## src/rtl/intc_pkg.sv

```systemverilog
package intc_pkg;
  localparam int BANK_W = 32;
  localparam int ADDR_W = 8;
  // word index inside a bank window (addr[4:2])
  localparam logic [2:0] LOC_RAW  = 3'd0;
  localparam logic [2:0] LOC_EN   = 3'd1;
  localparam logic [2:0] LOC_SEL  = 3'd2;
  localparam logic [2:0] LOC_IRQS = 3'd3;
  localparam logic [2:0] LOC_FIQS = 3'd4;
  localparam logic [2:0] LOC_HPI  = 3'd6;
  localparam logic [2:0] LOC_HPF  = 3'd7;
endpackage

```

## src/rtl/intc_bank.sv

```systemverilog
module intc_bank
  import intc_pkg::*;
(
  input  logic              clk_i,
  input  logic              rst_ni,
  input  logic [BANK_W-1:0] src_i,
  input  logic              en_we_i,
  input  logic              sel_we_i,
  input  logic [BANK_W-1:0] wdata_i,
  output logic [BANK_W-1:0] raw_o,
  output logic [BANK_W-1:0] en_o,
  output logic [BANK_W-1:0] sel_o,
  output logic [BANK_W-1:0] irq_st_o,
  output logic [BANK_W-1:0] fiq_st_o
);
  logic [BANK_W-1:0] raw_q, en_q, sel_q;

  always_ff @(posedge clk_i or negedge rst_ni) begin
    if (!rst_ni) begin
      raw_q <= '0;
      en_q  <= '0;
      sel_q <= '0;
    end else begin
      raw_q <= src_i;
      if (en_we_i)  en_q  <= wdata_i;
      if (sel_we_i) sel_q <= wdata_i;
    end
  end

  assign raw_o    = raw_q;
  assign en_o     = en_q;
  assign sel_o    = sel_q;
  assign irq_st_o = raw_q & en_q & ~sel_q;
  assign fiq_st_o = raw_q & en_q & sel_q;

  a_r2_raw_follows: assert property (@(posedge clk_i) disable iff (!rst_ni)
    $past(rst_ni) |-> raw_q == $past(src_i));
  a_r3_en_hold: assert property (@(posedge clk_i) disable iff (!rst_ni)
    !en_we_i |=> $stable(en_q));
  a_r3_sel_hold: assert property (@(posedge clk_i) disable iff (!rst_ni)
    !sel_we_i |=> $stable(sel_q));
  a_r4_disjoint: assert property (@(posedge clk_i) disable iff (!rst_ni)
    (irq_st_o & fiq_st_o) == '0 && ((irq_st_o | fiq_st_o) & ~raw_q) == '0);
endmodule

```

## src/rtl/intc_lowest.sv

```systemverilog
module intc_lowest #(
  parameter int W = 64
) (
  input  logic [W-1:0] vec_i,
  output logic         valid_o,
  output logic [5:0]   idx_o
);
  always_comb begin
    idx_o = '0;
    for (int i = W - 1; i >= 0; i--) begin
      if (vec_i[i]) idx_o = 6'(i);
    end
  end
  assign valid_o = |vec_i;
endmodule

```

## src/rtl/intc_dual_out.sv

```systemverilog
module intc_dual_out
  import intc_pkg::*;
#(
  parameter int NUM_BANKS = 2
) (
  input  logic                        clk_i,
  input  logic                        rst_ni,
  input  logic [NUM_BANKS*BANK_W-1:0] src_i,
  input  logic                        wr_i,
  input  logic [ADDR_W-1:0]           addr_i,
  input  logic [BANK_W-1:0]           wdata_i,
  output logic [BANK_W-1:0]           rdata_o,
  output logic                        irq_o,
  output logic                        fiq_o
);
  localparam int N = NUM_BANKS * BANK_W;

  logic [NUM_BANKS-1:0][BANK_W-1:0] raw_w, en_w, sel_w, irq_st, fiq_st;
  logic [NUM_BANKS-1:0]             en_we, sel_we;
  logic [N-1:0]                     irq_flat, fiq_flat;
  logic                             hpi_v, hpf_v;
  logic [5:0]                       hpi_idx, hpf_idx;
  logic [2:0]                       loc;
  logic                             in_win;

  assign loc    = addr_i[4:2];
  assign in_win = (addr_i[7:6] == 2'b00);

  for (genvar b = 0; b < NUM_BANKS; b++) begin : g_bank
    assign en_we[b]  = wr_i && in_win && (addr_i[5] == b[0]) && (loc == LOC_EN);
    assign sel_we[b] = wr_i && in_win && (addr_i[5] == b[0]) && (loc == LOC_SEL);
    intc_bank u_bank (
      .clk_i    (clk_i),
      .rst_ni   (rst_ni),
      .src_i    (src_i[b*BANK_W +: BANK_W]),
      .en_we_i  (en_we[b]),
      .sel_we_i (sel_we[b]),
      .wdata_i  (wdata_i),
      .raw_o    (raw_w[b]),
      .en_o     (en_w[b]),
      .sel_o    (sel_w[b]),
      .irq_st_o (irq_st[b]),
      .fiq_st_o (fiq_st[b])
    );
  end

  assign irq_flat = irq_st;
  assign fiq_flat = fiq_st;

  intc_lowest #(.W(N)) u_low_irq (.vec_i(irq_flat), .valid_o(hpi_v), .idx_o(hpi_idx));
  intc_lowest #(.W(N)) u_low_fiq (.vec_i(fiq_flat), .valid_o(hpf_v), .idx_o(hpf_idx));

  always_ff @(posedge clk_i or negedge rst_ni) begin
    if (!rst_ni) begin
      irq_o <= 1'b0;
      fiq_o <= 1'b0;
    end else begin
      irq_o <= |irq_flat;
      fiq_o <= |fiq_flat;
    end
  end

  always_comb begin
    rdata_o = '0;
    if (in_win) begin
      for (int b = 0; b < NUM_BANKS; b++) begin
        if (int'(addr_i[5]) == b) begin
          case (loc)
            LOC_RAW:  rdata_o = raw_w[b];
            LOC_EN:   rdata_o = en_w[b];
            LOC_SEL:  rdata_o = sel_w[b];
            LOC_IRQS: rdata_o = irq_st[b];
            LOC_FIQS: rdata_o = fiq_st[b];
            LOC_HPI:  if (b == 0) rdata_o = {hpi_v, 25'd0, hpi_v ? hpi_idx : 6'd0};
            LOC_HPF:  if (b == 0) rdata_o = {hpf_v, 25'd0, hpf_v ? hpf_idx : 6'd0};
            default:  rdata_o = '0;
          endcase
        end
      end
    end
  end

  a_r5_irq_line: assert property (@(posedge clk_i) disable iff (!rst_ni)
    $past(rst_ni) |-> irq_o == $past(|irq_st));
  a_r5_fiq_line: assert property (@(posedge clk_i) disable iff (!rst_ni)
    $past(rst_ni) |-> fiq_o == $past(|fiq_st));
  a_r6_hp_irq_lowest: assert property (@(posedge clk_i) disable iff (!rst_ni)
    hpi_v |-> irq_flat[hpi_idx] && (irq_flat & ((N'(1) << hpi_idx) - N'(1))) == '0);
  a_r6_hp_fiq_lowest: assert property (@(posedge clk_i) disable iff (!rst_ni)
    hpf_v |-> fiq_flat[hpf_idx] && (fiq_flat & ((N'(1) << hpf_idx) - N'(1))) == '0);
  a_r3_one_write: assert property (@(posedge clk_i) disable iff (!rst_ni)
    $onehot0({en_we, sel_we}));
endmodule

```

## config.mk

```make
export PLATFORM = sky130hd
export DESIGN_NAME = intc_dual_out
export DESIGN_NICKNAME = d
export VERILOG_FILES = /design/src/rtl/intc_pkg.sv /design/src/rtl/intc_bank.sv /design/src/rtl/intc_lowest.sv /design/src/rtl/intc_dual_out.sv
export SDC_FILE = /design/constraint.sdc
export NUM_CORES = 1
export LEC_CHECK = 0
export BUFFER_PORTS_ARGS = -buffer_cell sky130_fd_sc_hd__buf_4
export CORE_UTILIZATION = 45
export CTS_BUF_LIST = sky130_fd_sc_hd__clkbuf_4 sky130_fd_sc_hd__clkbuf_8
export DETAILED_ROUTE_END_ITERATION = 16
export PLACE_DENSITY = 0.66
export SLEW_MARGIN = 20
export SYNTH_ARGS = -nofsm -noshare
export SYNTH_HDL_FRONTEND = slang
export SYNTH_HIERARCHICAL = 1
export SYNTH_SLANG_ARGS = --single-unit
```

## constraint.sdc

```tcl
create_clock -name clk_i -period 3.2 [get_ports clk_i]
set_clock_uncertainty 0.15 [all_clocks]
set_input_delay 0.64 -clock clk_i [delete_from_list [all_inputs] [get_ports clk_i]]
set_output_delay 0.64 -clock clk_i [all_outputs]
set_load 0.02 [all_outputs]
```

==> qor.txt, run 1 <==
# H-tree levels -> 4
drt initial violations -> 1291
non-filler cells, final -> 2096
top_reg_cell synth -> dfrtp_1
post-synthesis register bit count -> 194
Startpoint Class -> flop
most common cell after layout, fill and taps aside -> buf_4
status -> finished, violations left
DRT Pass-1 Iters -> 5
WL final -> 53.8 mm
Worst Tran Pin Value -> 717 ps
Longest Clk Path Bufs -> 2
CP max FO -> 7
Worst-Skew Late Latency -> 520 ps
full die area -> 0.0303 sq mm
r2r setup slk -> 490 ps
final core utilization -> 62.0%
WP buf/inv -> 2
Worst-path clk slew -> 110 ps
crit share post-route -> 129%
antenna cells -> 0
Peak Freq -> 242 MHz
maxcap violations -> 0
slowest CP cell -> or4_4
initial antenna violation count -> 0
yosys warns -> 6
post-synthesis sequential area ratio -> 36.5%
Final Setup Violations -> 7
Inst Count DP -> 2060
RSZ-0062 raised after global routing -> true
Syn Area/Cell -> 10.8 sq um
Critical Path RT -> 2410 ps
Hold Buf Count CTS -> 0
Worst EP arrival -> 3340 ps
vias in the first global route -> 13001
CTS tree -> done
Port Buffers -> 138
leakage power -> 8.85 nW
Pwr Total -> 0.00745 W
Mapped Area -> 0.0133 sq mm
crit-path leading delay family -> simple AND/OR/NAND/NOR gates
clock root cell -> clkbuf_8
routability cong. -> 1.01
slowest stage delay, CP -> 570 ps
Slew HR -> 52.2%
Routed Antenna Nets -> 0
most used cell, CP -> buf_6
Yosys cell types -> 73
critical path class -> reg2out
core area -> 0.0289 sq mm
failing checks -> setup timing
number of flops mapped to enable cells by yosys -> 0
nets@finish -> 1806
Die W -> 174 um
Area growth, synth to finish -> 34.8%
PwrDens -> 415 mW/mm^2
synthesized instance count -> 1228
DIE HEIGHT -> 174 um
Starting Density -> 46.0%
dpl hpwl -> 41.6 mm
Post-Synthesis Net Count -> 1335
most frequent cells in the layout -> buf_4 (502), dfrtp_1 (194), mux2_4 (120)
vias per cell -> 6.24
fin crit period -> 4130 ps
GRT Residual Overflow -> 0
Async S/R FF share, synth -> 100%
Pins Over Slew Limit -> 0
Worst IR Drop VDD -> 0.333 mV
largest net degree at the start of global routing -> 78
final hold vios -> 0
first-pass GRT wire length -> 80.7 mm
Area contributors post-synth -> dfrtp_1 (36%), mux2_4 (14%), and3b_1 (4.5%), mux2_2 (4.0%), mux2i_1 (3.5%)
drt drc -> 0
CTS Buf Count -> 17
clk sinks -> 194
worst hold path type -> in2async
via count -> 13069
drt wl/cell -> 25.7 um
slack of the critical path -> -926 ps
GRT Util Overall -> 35.7%
row count -> 62
io pins -> 141
CP Cell Sequence -> and3b_1 -> or4_4 -> nor4b_4 -> nand3_2 -> nor2_2 -> nand3b_1 -> buf_6 -> nand4_1 -> a31oi_1 -> o311a_4 -> buf_6
CP endpoint kind -> output pin
TNS Setup -> -6230 ps
post-synth top area cell -> dfrtp_1
layout cells sized above 1 -> 45.7%
area share of the largest cell type after synthesis -> 36.5%
==> Yosys cell counts (all sizes together) (8+ instances only) <==
cell type  count
buf           58
clkbuf        16
a221oi        18
inv           23
nand2         27
nand3         19
nand3b        19
nor3b         16
a21oi         54
mux2         175
nand2b        10
and3b         69
o211ai        10
dfrtp        194
or4           12
o221ai        23
mux2i         47
nor4          68
a31oi          8
a22oi         43
nor2          43
nor3          38
o21ai         46
nand4         12
nor2b         13
and3          72
==> where the power goes <==
group / internal [W] / switching, W
clock network: 0.000654 / 0.00102
registers: 0.00271 / 0.000187
logic: 0.00153 / 0.00135
total: 0.00490 / 0.00255
==> flip-flops by register name, indices dropped and copies added, names as in the netlist <==
signal / flops
g_bank.u_bank/sel_o: 64
fiq_o: 1
irq_o: 1
g_bank.u_bank/raw_o: 64
g_bank.u_bank/en_o: 64
==> metrics by stage <==
| stage | hold slack, ps | area, sq um | worst slack (ps) |
|---|---|---|---|
| finish | 9.35 | 17900 | -926 |
| global route | 20.7 | 17900 | -1020 |
| CTS | 9.92 | 17900 | -917 |
| detailed placement | 367 | 17400 | -573 |
| global placement | 367 | 17400 | -470 |
| floorplan | 194 | 13400 | 2.99 |
==> area by class of cell <==
cell class | count | area (sq um)
inverters | 23 | 86.3
repair buffers | 526 | 4200
clock buffers | 17 | 234
well taps | 384 | 480
multi-input cells | 937 | 7930
clock inverters | 15 | 165
fillers | 2431 | 11000
flip-flops and latches | 194 | 4850
==> per-layer routing <==
metal / global-route usage [%] / share of wire, % / vias to the layer above
li1: - / - / 5765
met4: 12.2 / 3.1 / 0
met5: 0 / 0 / -
met2: 56.6 / 46 / 694
met3: 6.67 / 8.7 / 111
met1: 48.9 / 43 / 6499
==> cell families (layout without fill, tap and decap cells) <==
group / count (synthesis) / after routing / share of synthesized area, %
compound gates: 282 / 282 / 15.1
simple gates: 432 / 432 / 21.3
buf+inv: 97 / 581 / 5.23
mux: 223 / 223 / 21.9
flops: 194 / 194 / 36.5
==> final timing paths <==
check,start,end,depth (start not counted)
min in group clk_i,src_i[52],g_bank[1].u_bank/raw_o[20],1
max in group asynchronous,rst_ni,g_bank[1].u_bank/en_o[16],2
min reg2reg,g_bank[0].u_bank/sel_o[1],g_bank[0].u_bank/sel_o[1],1
max,g_bank[1].u_bank/raw_o[30],rdata_o[2],11
min,rst_ni,g_bank[0].u_bank/en_o[6],1
max reg2reg,g_bank[0].u_bank/raw_o[20],fiq_o,7
==> what timing repair did <==
item	in CTS	in global routing
pin swaps	4	0
resized for setup	14	7
endpoints found under the setup margin	9	12
hold endpoints to repair	0	0
buffers inserted	4	0
(Power assumes the default switching activity.)
==> inputs of run 2 (changes only) <==
==> constraint.sdc (replaced) <==
create_clock -name clk_i -period 3.2 [get_ports clk_i]
set_clock_uncertainty 0.15 [all_clocks]
set_input_delay 0.8 -clock clk_i [delete_from_list [all_inputs] [get_ports clk_i]]
set_output_delay 0.8 -clock clk_i [all_outputs]
set_load 0.02 [all_outputs]
==> run 2 against run 1 <==
Against the previous run:
- the run still ends with setup timing left
- core utilization grew 2.6 points
- critical path depth grew 1
- first-iteration DRC count grew 8.2%
- combinational power grew 3%
- fmax shrank 4.0%
- design area grew 4.2%
- cell count grew 1.6%
- non-clock buffer count grew 34
- sequential power grew 1%
- flip-flop and latch count is the same
- critical path type unchanged
- routed wire length grew 0.86%
==> qor.txt, run 2 (same netlist as run 1, synthesis figures left out) <==
status -> finished, violations left
failing checks -> setup timing
Hold Buf Count CTS -> 0
nets@finish -> 1840
DRT Pass-1 Iters -> 6
Worst-path clk slew -> 100 ps
drt wl/cell -> 25.5 um
layout cells sized above 1 -> 49.9%
io pins -> 141
reg2reg start -> g_bank[1].u_bank/raw_o[20]
GRT Util Overall -> 35.8%
Critical Path RT -> 2250 ps
vias in the first global route -> 13153
Starting Density -> 46.0%
critical path class -> reg2out
full die area -> 0.0303 sq mm
slack of the critical path -> -1100 ps
Worst EP arrival -> 3350 ps
DIE HEIGHT -> 174 um
Die W -> 174 um
routability cong. -> 1.04
drt initial violations -> 1397
Routed Antenna Nets -> 0
Worst-Skew Late Latency -> 520 ps
Startpoint Class -> flop
RSZ-0062 raised after global routing -> true
PwrDens -> 399 mW/mm^2
most common cell after layout, fill and taps aside -> buf_4
Slew HR -> 60.5%
Worst IR Drop VDD -> 0.324 mV
antenna cells -> 0
clk sinks -> 194
initial antenna violation count -> 0
WL final -> 54.3 mm
CP endpoint kind -> output pin
worst hold path type -> in2async
drt drc -> 0
vias per cell -> 6.19
Worst setup startpoint -> g_bank[1].u_bank/raw_o[30]
final hold vios -> 0
most frequent cells in the layout -> buf_4 (491), dfrtp_1 (194), mux2_4 (127)
CP max FO -> 3
CTS tree -> done
r2r setup slk -> 710 ps
final core utilization -> 64.7%
CTS Buf Count -> 17
largest net degree at the start of global routing -> 61
Worst Tran Pin Value -> 587 ps
Longest Clk Path Bufs -> 2
Port Buffers -> 138
leakage power -> 9.11 nW
# H-tree levels -> 4
maxcap violations -> 0
crit share post-route -> 134%
first-pass GRT wire length -> 81.0 mm
fin crit period -> 4300 ps
dpl hpwl -> 41.9 mm
clock root cell -> clkbuf_8
row count -> 62
via count -> 13184
non-filler cells, final -> 2130
Peak Freq -> 233 MHz
GRT Residual Overflow -> 0
Final Setup Violations -> 8
Area growth, synth to finish -> 40.5%
Pins Over Slew Limit -> 0
core area -> 0.0289 sq mm
Inst Count DP -> 2071
==> run 2: report_power, final <==
part / total [W] / internal [W] / switching, W
Sequential: 0.00294 / 0.00271 / 0.000226
Clock: 0.00157 / 0.000585 / 0.000983
Combinational: 0.00296 / 0.00161 / 0.00135
Total: 0.00747 / 0.00490 / 0.00256
==> run 2: stage by stage <==
step / total power (W) / setup slack (ps) / cell area [sq um] / hold slack [ps] / TNS (ps)
final: 0.00747 / -1100 / 18700 / 127 / -7440
after global placement: 0.00564 / -574 / 17500 / 376 / -6250
after floorplan: 0.00429 / -144 / 13400 / 353 / -658
after global routing: 0.00778 / -1200 / 18700 / 136 / -8850
after detailed placement: 0.00569 / -558 / 17500 / 384 / -6930
after CTS: 0.00737 / -1090 / 18400 / 112 / -7520
==> run 2: timing repair <==
action                                  CTS  global route
gates cloned                              2             0
gates resized for setup                  71            69
pin swaps                                32            34
buffers inserted                         14            12
endpoints found under the setup margin   32            32
==> run 2: path summary, 6_finish.rpt <==
kind                                              end  cells past startpoint
max                                        rdata_o[0]                     12
min                          g_bank[1].u_bank/en_o[7]                      1
max reg2reg                                     irq_o                      5
min reg2reg                  g_bank[1].u_bank/en_o[3]                      1
max in group asynchronous  g_bank[1].u_bank/raw_o[30]                      2
min in group clk_i         g_bank[1].u_bank/raw_o[15]                      1
==> run 2: worst max-delay path, stage by stage, from the launching register on <==
cell and delay [ps]:
dfrtp_1 400, and3b_2 260, buf_4 150, nand2b_1 140
a221oi_1 260, o211ai_1 200, o211a_1 270, o311ai_2 310
buf_4 170, nand4_1 120, a31oi_1 250, o311a_4 200
buf_6 110
==> run 2: layer usage <==
layer,share of wire [%],vias to the layer above,GRT usage (%),wire [um]
met3,7.9,118,6.78,4270
met5,0,-,0,0
met4,2.7,0,11.6,1470
li1,-,5826,-,-
met1,43,6603,48.4,23200
met2,47,637,57.8,25400
==> run 2: area by class of cell <==
cell class,instances,area [sq um]
clock buffer,18,248
clock inverter,14,124
fill,2367,10200
inverter,23,86.3
multi-input combinational,937,8190
sequential,194,4850
tap,384,480
timing repair buffer,560,4720
==> inputs of run 3 (changes only) <==
- ABC_AREA: unset -> 1
==> run 3 against run 2 <==
Against the previous run:
- the flow still finishes with violations (setup timing)
- design area shrank 4.6%
- combinational power shrank 11%
- die area grew 0.77%
- sequential share of layout area grew 1.3 points
- sequential power shrank 1%
- global-route usage shrank 2.7 points
==> qor.txt, run 3 <==
routability cong. -> 0.966
yosys warns -> 6
layout cells sized above 1 -> 24.7%
top_reg_cell synth -> dfrtp_1
Post-Synthesis Net Count -> 2312
Pwr Total -> 0.00712 W
GRT Residual Overflow -> 0
most frequent cells after synthesis -> nand2_1 (1007), nor2_1 (369), inv_1 (241)
CP endpoint kind -> output pin
most used cell, CP -> nand2_1
Final Setup Violations -> 7
Area growth, synth to finish -> 33.0%
Slew HR -> 58.2%
vias per cell -> 5.05
worst hold path type -> in2async
Synth Area in XOR/XNOR -> 0%
synthesized instance count -> 2205
Worst-path clk slew -> 120 ps
Pins Over Slew Limit -> 0
Port Buffers -> 138
final hold vios -> 0
initial antenna violation count -> 1
leakage power -> 9.88 nW
DIE HEIGHT -> 175 um
via count -> 15254
crit-path leading delay family -> simple AND/OR/NAND/NOR gates
Die W -> 175 um
compound-cell area share of the yosys netlist -> 2.18%
area share of the largest cell type after synthesis -> 36.2%
Mapped Area -> 0.0134 sq mm
drt wl/cell -> 16.6 um
largest net degree at the start of global routing -> 69
Reg power frac -> 40.7%
met1 WL -> 21.4 mm
slowest stage delay, CP -> 440 ps
combinational share of power -> 36.9%
nets@finish -> 2729
# H-tree levels -> 4
DRT Pass-1 Iters -> 6
Top Layer Used -> met4
TNS Setup -> -9950 ps
Worst-Skew Late Latency -> 520 ps
clock power share -> 22.4%
row count -> 62
first-pass GRT wire length -> 77.7 mm
Worst Tran Pin Value -> 627 ps
Startpoint Class -> flop
CTS Buf Count -> 17
Yosys cell types -> 34
critical path class -> reg2out
crit share post-route -> 193%
dpl hpwl -> 36.9 mm
CTS tree -> done
status -> finished, violations left
multiplexer share of the synthesized area -> 0%
Longest Clk Path Bufs -> 2
slack of the critical path -> -2970 ps
GRT Util Overall -> 33.1%
Syn Area/Cell -> 6.08 sq um
Worst IR Drop VDD -> 0.311 mV
count leader, synth -> nand2_1
Post-Synth Simple-Gate Area -> 48.3%
vias in the first global route -> 14522
post-synth top area cell -> dfrtp_1
io pins -> 141
final core utilization -> 61.5%
hold_ws -> 138 ps
Switch Pwr -> 0.00268 W
WP buf/inv -> 3
Critical Path RT -> 2250 ps
metal3 WL -> 3.88 mm
Worst EP arrival -> 5220 ps
maxcap violations -> 0
clk sinks -> 194
PwrDens -> 399 mW/mm^2
DP Area -> 0.0171 sq mm
Area contributors post-synth -> dfrtp_1 (36%), nand2_1 (28%), nor2_1 (10%), inv_1 (6.7%), nand3_1 (5.3%)
full die area -> 0.0305 sq mm
Hold Buf Count CTS -> 0
DR WL met2 -> 23.4 mm
fin crit period -> 6170 ps
drt drc -> 0
CP max FO -> 3
WL final -> 50.1 mm
post-synthesis sequential area ratio -> 36.2%
post-route cell area -> 0.0178 sq mm
core area -> 0.0290 sq mm
number of flops mapped to enable cells by yosys -> 0
Peak Freq -> 162 MHz
fillcell total -> 2804
cell-internal power -> 0.00445 W
Sw Ratio -> 37.6%
Async S/R FF share, synth -> 100%
most frequent cells in the layout -> nand2_1 (993), buf_4 (448), nor2_1 (342)
most common cell after layout, fill and taps aside -> nand2_1
area occupied by multi-input gates -> 0.00709 sq mm
RSZ-0062 raised after global routing -> true
Routed Antenna Nets -> 0
register area -> 0.00485 sq mm
clock root cell -> clkbuf_8
failing checks -> setup timing
antenna cells -> 0
largest family of logic cells by synthesized area -> simple AND/OR/NAND/NOR gates
Starting Density -> 46.2%
post-synthesis adder-cell area fraction -> 0%
post-synthesis register bit count -> 194
slowest CP cell -> dfrtp_1
drt initial violations -> 1756
==> run 3: cells by family (layout without fill, tap and decap cells) <==
group / count (synthesis) / in the layout
AND/OR/NAND/NOR: 1613 / 1613
AO/OA/AOI/OAI: 52 / 52
buffers and inverters: 346 / 776
flip-flops: 194 / 194
==> run 3: path summary, 6_finish.rpt <==
check | start | endpoint | slack, ps | cells past startpoint
setup / recovery | g_bank[1].u_bank/sel_o[31] | rdata_o[0] | -2970 | 73
hold / removal | rst_ni | g_bank[1].u_bank/raw_o[25] | 140 | 1
setup reg to reg | g_bank[1].u_bank/raw_o[2] | fiq_o | 1200 | 9
hold reg to reg | g_bank[0].u_bank/en_o[9] | g_bank[0].u_bank/en_o[9] | 350 | 2
max in group asynchronous | rst_ni | g_bank[1].u_bank/sel_o[14] | 2030 | 2
min in group clk_i | src_i[2] | g_bank[0].u_bank/raw_o[2] | 220 | 1
==> run 3: area by class of cell <==
type | count | share of cell area, %
multi-input cells | 1665 | 39.8
repair buffers | 476 | 21.4
inverters | 268 | 6.91
clock buffers | 18 | 1.35
well taps | 384 | 2.69
flip-flops and latches | 194 | 27.2
clock inverters | 14 | 0.687
==> run 3: metal layers <==
metal / global-route usage (%) / vias to the layer above
met5: 0 / -
li1: - / 7461
met2: 53.5 / 711
met3: 5.03 / 105
met4: 11.1 / 0
met1: 45.2 / 6977
==> run 3: stage by stage <==
stage	cells	worst slack [ps]
after floorplan	2205	-1570
after global placement	2981	-2340
after detailed placement	2981	-2430
after CTS	3017	-2900
after global routing	3019	-3540
final	3019	-2970
==> run 3: timing repair <==
item / in CTS / in global routing
gates resized for setup: 39 / 45
endpoints found under the hold margin: 0 / 0
setup buffers: 5 / 4
pin swaps: 13 / 25
gates cloned: 0 / 1
endpoints found under the setup margin: 7 / 25
==> run 3: power by group through the flow <==
stage / Clock, W / Combinational [W] / Sequential [W]
finish: 0.00159 / 0.00263 / 0.00290
global route: 0.00172 / 0.00291 / 0.00293
CTS: 0.00162 / 0.00256 / 0.00289
detailed placement: 0 / 0.00248 / 0.00294
global placement: 0 / 0.00245 / 0.00293
floorplan: 0 / 0.00128 / 0.00294
